File: src/rtl/ddr_init_pkg.sv
package ddr_init_pkg;
  // Command encoding {cs_n, ras_n, cas_n, we_n}
  localparam logic [3:0] CMD_DESEL = 4'b1111;
  localparam logic [3:0] CMD_NOP   = 4'b0111;
  localparam logic [3:0] CMD_PRE   = 4'b0010;
  localparam logic [3:0] CMD_AREF  = 4'b0001;
  localparam logic [3:0] CMD_LMR   = 4'b0000;

  localparam int PRE_ALL_BIT = 10;
  localparam int DLL_RST_BIT = 8;

  typedef enum logic [2:0] {
    ST_NOP, ST_PRE1, ST_EMR, ST_MR_DLL, ST_PRE2, ST_REF1, ST_REF2, ST_MR_FINAL
  } step_t;

  typedef enum logic [1:0] {PH_STAB, PH_RUN, PH_DONE} phase_t;
endpackage

File: src/rtl/ddr_init_timer.sv
module ddr_init_timer #(
  parameter int W       = 16,
  parameter int RST_VAL = 0
) (
  input  logic         clk,
  input  logic         rst,
  input  logic         load,
  input  logic [W-1:0] load_val,
  output logic         expired
);
  logic [W-1:0] cnt;

  always_ff @(posedge clk) begin
    if (rst)              cnt <= W'(RST_VAL);
    else if (load)        cnt <= load_val;
    else if (cnt != '0)   cnt <= cnt - 1'b1;
  end

  assign expired = (cnt == '0);
endmodule

File: src/rtl/ddr_init_step_rom.sv
module ddr_init_step_rom
  import ddr_init_pkg::*;
#(
  parameter int         ADDR_W   = 12,
  parameter int         GAP_W    = 16,
  parameter int         NOP_GAP  = 1,
  parameter int         T_RP     = 3,
  parameter int         T_RFC    = 10,
  parameter int         T_MRD    = 2,
  parameter int         DLL_WAIT = 200,
  parameter logic [2:0] CAS_CODE = 3'b010,
  parameter logic [2:0] BL_CODE  = 3'b001
) (
  input  step_t              step,
  output logic [3:0]         cmd,
  output logic [ADDR_W-1:0]  addr,
  output logic [1:0]         ba,
  output logic [GAP_W-1:0]   gap
);
  logic [ADDR_W-1:0] mode_fields;
  logic [ADDR_W-1:0] pre_all;

  always_comb begin
    mode_fields      = '0;
    mode_fields[2:0] = BL_CODE;
    mode_fields[6:4] = CAS_CODE;
    pre_all          = '0;
    pre_all[PRE_ALL_BIT] = 1'b1;
  end

  always_comb begin
    cmd  = CMD_NOP;
    addr = '0;
    ba   = 2'b00;
    gap  = GAP_W'(NOP_GAP);
    unique case (step)
      ST_NOP: begin
        cmd = CMD_NOP;
        gap = GAP_W'(NOP_GAP);
      end
      ST_PRE1, ST_PRE2: begin
        cmd  = CMD_PRE;
        addr = pre_all;
        gap  = GAP_W'(T_RP);
      end
      ST_EMR: begin
        cmd = CMD_LMR;
        ba  = 2'b01;
        gap = GAP_W'(T_MRD);
      end
      ST_MR_DLL: begin
        cmd  = CMD_LMR;
        addr = mode_fields;
        addr[DLL_RST_BIT] = 1'b1;
        gap  = GAP_W'(DLL_WAIT + 1);
      end
      ST_REF1, ST_REF2: begin
        cmd = CMD_AREF;
        gap = GAP_W'(T_RFC);
      end
      ST_MR_FINAL: begin
        cmd  = CMD_LMR;
        addr = mode_fields;
        gap  = GAP_W'(T_MRD);
      end
      default: ;
    endcase
  end
endmodule

File: src/rtl/ddr_init_seq.sv
module ddr_init_seq
  import ddr_init_pkg::*;
#(
  parameter int         ADDR_W     = 12,
  parameter int         STABLE_CYC = 20000,
  parameter int         NOP_GAP    = 1,
  parameter int         T_RP       = 3,
  parameter int         T_RFC      = 10,
  parameter int         T_MRD      = 2,
  parameter int         DLL_WAIT   = 200,
  parameter logic [2:0] CAS_CODE   = 3'b010,
  parameter logic [2:0] BL_CODE    = 3'b001
) (
  input  logic              clk,
  input  logic              rst,
  output logic              cke_o,
  output logic [3:0]        cmd_o,
  output logic [ADDR_W-1:0] addr_o,
  output logic [1:0]        ba_o,
  output logic              init_done_o
);
  localparam int MAX_WAIT = (STABLE_CYC > DLL_WAIT + 1) ? STABLE_CYC : DLL_WAIT + 1;
  localparam int GAP_W    = $clog2(MAX_WAIT + 1) + 1;

  phase_t             phase;
  step_t              step;
  step_t              rom_step;
  logic [3:0]         rom_cmd;
  logic [ADDR_W-1:0]  rom_addr;
  logic [1:0]         rom_ba;
  logic [GAP_W-1:0]   rom_gap;
  logic               expired;
  logic               advance;

  // Step looked up for the command that is issued next
  assign rom_step = (phase == PH_RUN) ? step_t'(step + 3'd1) : ST_NOP;
  assign advance  = expired &&
                    ((phase == PH_STAB) || (phase == PH_RUN && step != ST_MR_FINAL));

  ddr_init_step_rom #(
    .ADDR_W(ADDR_W), .GAP_W(GAP_W), .NOP_GAP(NOP_GAP), .T_RP(T_RP),
    .T_RFC(T_RFC), .T_MRD(T_MRD), .DLL_WAIT(DLL_WAIT),
    .CAS_CODE(CAS_CODE), .BL_CODE(BL_CODE)
  ) u_rom (
    .step(rom_step), .cmd(rom_cmd), .addr(rom_addr), .ba(rom_ba), .gap(rom_gap)
  );

  ddr_init_timer #(.W(GAP_W), .RST_VAL(STABLE_CYC - 1)) u_timer (
    .clk(clk), .rst(rst), .load(advance), .load_val(rom_gap - 1'b1), .expired(expired)
  );

  always_ff @(posedge clk) begin
    if (rst) begin
      phase       <= PH_STAB;
      step        <= ST_NOP;
      cke_o       <= 1'b0;
      cmd_o       <= CMD_DESEL;
      addr_o      <= '0;
      ba_o        <= 2'b00;
      init_done_o <= 1'b0;
    end else begin
      unique case (phase)
        PH_STAB: begin
          if (expired) begin
            phase  <= PH_RUN;
            step   <= ST_NOP;
            cke_o  <= 1'b1;
            cmd_o  <= rom_cmd;
            addr_o <= rom_addr;
            ba_o   <= rom_ba;
          end
        end
        PH_RUN: begin
          if (expired && step == ST_MR_FINAL) begin
            phase       <= PH_DONE;
            init_done_o <= 1'b1;
            cmd_o       <= CMD_NOP;
            addr_o      <= '0;
            ba_o        <= 2'b00;
          end else if (expired) begin
            step   <= rom_step;
            cmd_o  <= rom_cmd;
            addr_o <= rom_addr;
            ba_o   <= rom_ba;
          end else begin
            cmd_o  <= CMD_NOP;
            addr_o <= '0;
            ba_o   <= 2'b00;
          end
        end
        default: begin
          cmd_o  <= CMD_NOP;
          addr_o <= '0;
          ba_o   <= 2'b00;
        end
      endcase
    end
  end
endmodule

File: config.mk
export PLATFORM = sky130hd
export DESIGN_NAME = ddr_init_seq
export DESIGN_NICKNAME = d
export VERILOG_FILES = /design/src/rtl/ddr_init_pkg.sv /design/src/rtl/ddr_init_timer.sv /design/src/rtl/ddr_init_step_rom.sv /design/src/rtl/ddr_init_seq.sv
export SDC_FILE = /design/constraint.sdc
export NUM_CORES = 1
export LEC_CHECK = 0
export ABC_AREA = 1
export BUFFER_PORTS_ARGS = -buffer_cell sky130_fd_sc_hd__buf_2
export CORE_MARGIN = 2
export CORE_UTILIZATION = 61
export DETAILED_ROUTE_END_ITERATION = 10
export HOLD_SLACK_MARGIN = 0.05
export PLACE_DENSITY_LB_ADDON = 0.08
export SLEW_MARGIN = 20
export SYNTH_ARGS = -nofsm -noshare
export SYNTH_HDL_FRONTEND = slang
export SYNTH_SLANG_ARGS = --single-unit
File: constraint.sdc
create_clock -name clk -period 7.2 [get_ports clk]
set_input_delay 0.36 -clock clk [delete_from_list [all_inputs] [get_ports clk]]
set_output_delay 0.36 -clock clk [all_outputs]
set_load 0.01 [all_outputs]
==> out/metrics.csv <==
metric,value,unit
peak supply drop,0.169,mV
Routed WL,3.35,mm
count of pins over their slew limit,0,
status,completed,
max cap viols,0,
DRT iter0 DRCs,42,
layout cells sized above 1,19.7,%
synth unique cells,32,
setup tns final,0,ns
vias per cell,5.13,
Yosys warning total,0,
"most common cell after layout, fill and taps aside",nand2_1,
CTS sink count,31,
Site Rows,19,
Diodes inserted,0,
Filler Cells Inserted,237,
vias in the first global route,1415,
Setup Skew,0.0129,ns
die area,0.00325,mm^2
register area,621,um^2
I/O pin cnt,22,
setup ws final,4.66,ns
max frequency,393,MHz
Slew headroom,63.7,%
Initial Util,63.3,%
Yosys top cell area share,36.2,%
RSZ-0062 raised after global routing,false,
Setup Crit Path Kind,flop to flop,
Syn Area/Cell,7.21,um^2
Final Hold Viols,0,
Final Net Count,258,
number of buffers inserted by hold repair at cts,0,
Vias,1461,
Routed Antenna Nets,0,
initial antenna violation count,0,
final setup violation count,0,
largest net degree at the start of global routing,20,
crit start category,flop,
Pre-Repair DR Iteration Count,4,
CP max FO,8,
remaining routing DRC violations,0,
"commonest cells after routing, fill and taps aside","nand2_1, dfxtp_1, inv_1, nor2_1, a21oi_1",
"Seq/Total Area, Yosys",36.2,%
core box area,0.00271,mm^2
Die Ht,57.1,um
Multi-input gate area,921,um^2
Placer Congestion,0.880,
hold_sp,rst,
port bufs,12,
Clock Tree Root,clkbuf_4,
WL per Instance,11.8,um
"Reg clk slew, reported paths",0.11,ns
synthesized area,0.00172,mm^2
PostCTS Resize Cnt,0,
largest area contributor in the netlist,dfxtp_1,
WP data arrival,2.79,ns
Synth area leaders,"dfxtp_1, nand2_1, inv_1",
Final min period,2.54,ns
Leak Pwr,0.855,nW
Setup crit start,step[0]$_SDFFE_PP0P_,
H-tree Lvls,2,
Area Growth Syn to Fin,7.73,%
grt total ovfl,0,
Mapped Cells,238,
Tcrit/Tclk final,35.3,%
Crit Reg-Reg Startpoint,step[0]$_SDFFE_PP0P_,
TritonCTS clock tree,yes,
later-pin clock latency in the skew report,0.34,ns
Setup Buffers After CTS,0,
Setup Slack @ Placement,4.68,ns
Num CTS Buffers,5,
synthesized flop and latch total,31,
maximum root-to-sink buffer count,2,
Least-Margin Pin Slew,0.540,ns
CP endpoint kind,flop,
Power Density,177,mW/mm^2
Die Wd,57.1,um
DP HPWL,2.48,mm
HP Class,input port to flop,
WP data required,7.44,ns
Total GRT Usage,23.4,%
global-route wire length before repair,5.93,mm
[cell families after synthesis]
| kind of cell | Yosys count | synth area share [%] |
|---|---|---|
| simple gates | 124 | 37.6 |
| compound gates | 33 | 10.9 |
| xor+xnor | 2 | 1.02 |
| buf+inv | 44 | 12.0 |
| fa+ha+maj | 3 | 2.19 |
| flops | 31 | 36.2 |
| other cells | 1 | 0.218 |
[worst paths after layout]
check	endpoint	slack, ns	cells after the start
min	u_timer.cnt[5]$_SDFFE_PP0P_	0.38	2
max reg2reg	u_timer.cnt[8]$_SDFFE_PP0P_	4.66	15
max	u_timer.cnt[8]$_SDFFE_PP0P_	4.66	15
min reg2reg	cmd_o[3]$_SDFFE_PP1P_	0.45	2
[metal layers]
metal | share of wire (%) | vias up | GRT usage [%]
met5 | 0 | - | 0
met4 | 1.6 | 0 | 8.97
met3 | 3.8 | 5 | 6.58
met2 | 49 | 32 | 40.6
met1 | 45 | 648 | 27.5
li1 | - | 776 | -
[registers in the layout (all words and copies together), names as in the netlist]
| register | flops |
|---|---|
| phase | 2 |
| init_done_o | 1 |
| u_timer.cnt | 16 |
| step | 3 |
| ba_o | 1 |
| addr_o | 3 |
| cmd_o | 4 |
| cke_o | 1 |
[cells in the mapped netlist, drive strengths merged]
cell / n
inv: 31
nand3b: 3
o21ai: 10
a21oi: 19
ha: 3
o31ai: 1
nand4: 6
nor3: 3
clkbuf: 2
nor2: 36
dfxtp: 31
conb: 1
buf: 10
xor2: 2
clkinv: 1
o211ai: 1
a211oi: 1
o21bai: 1
nand2: 59
nand3: 17
[stage by stage]
step                area [um^2]  total power, W  hold slack, ns  std cells  util (%)
finish                     1850        0.000326           0.380        285      68.2
global route               1850        0.000339           0.383        285      68.2
CTS                        1850        0.000331           0.353        285      68.2
detailed placement         1760        0.000188           0.436        277      65.1
global placement           1760        0.000188           0.433        277      65.1
floorplan                  1750        0.000189           0.450        246         -
[cell type report]
cell class | instances | area share (%)
sequential | 31 | 33.6
clock inverter | 2 | 1.89
timing repair buffer | 12 | 3.25
clock buffer | 6 | 2.77
inverter | 32 | 6.63
tap | 31 | 2.10
multi-input combinational | 171 | 49.8
[where the power goes]
group / internal, W / switching, W
Clock: 0.0000820 / 0.0000608
Sequential: 0.000173 / 0.00000119
Combinational: 0.00000212 / 0.00000764
[critical path: stages (launching register included)]
cell,delay (ns)
dfxtp_1,0.37
ha_1,0.21
ha_1,0.33
nand2_2,0.15
nand2_1,0.08
o21ai_0,0.18
nand2_1,0.07
inv_1,0.06
ha_1,0.13
inv_1,0.05
nor3_1,0.33
nand2_4,0.10
nor2_4,0.17
nand3_1,0.10
nand2_1,0.07
nor2_1,0.06
Power figures use the tool's default switching activity.
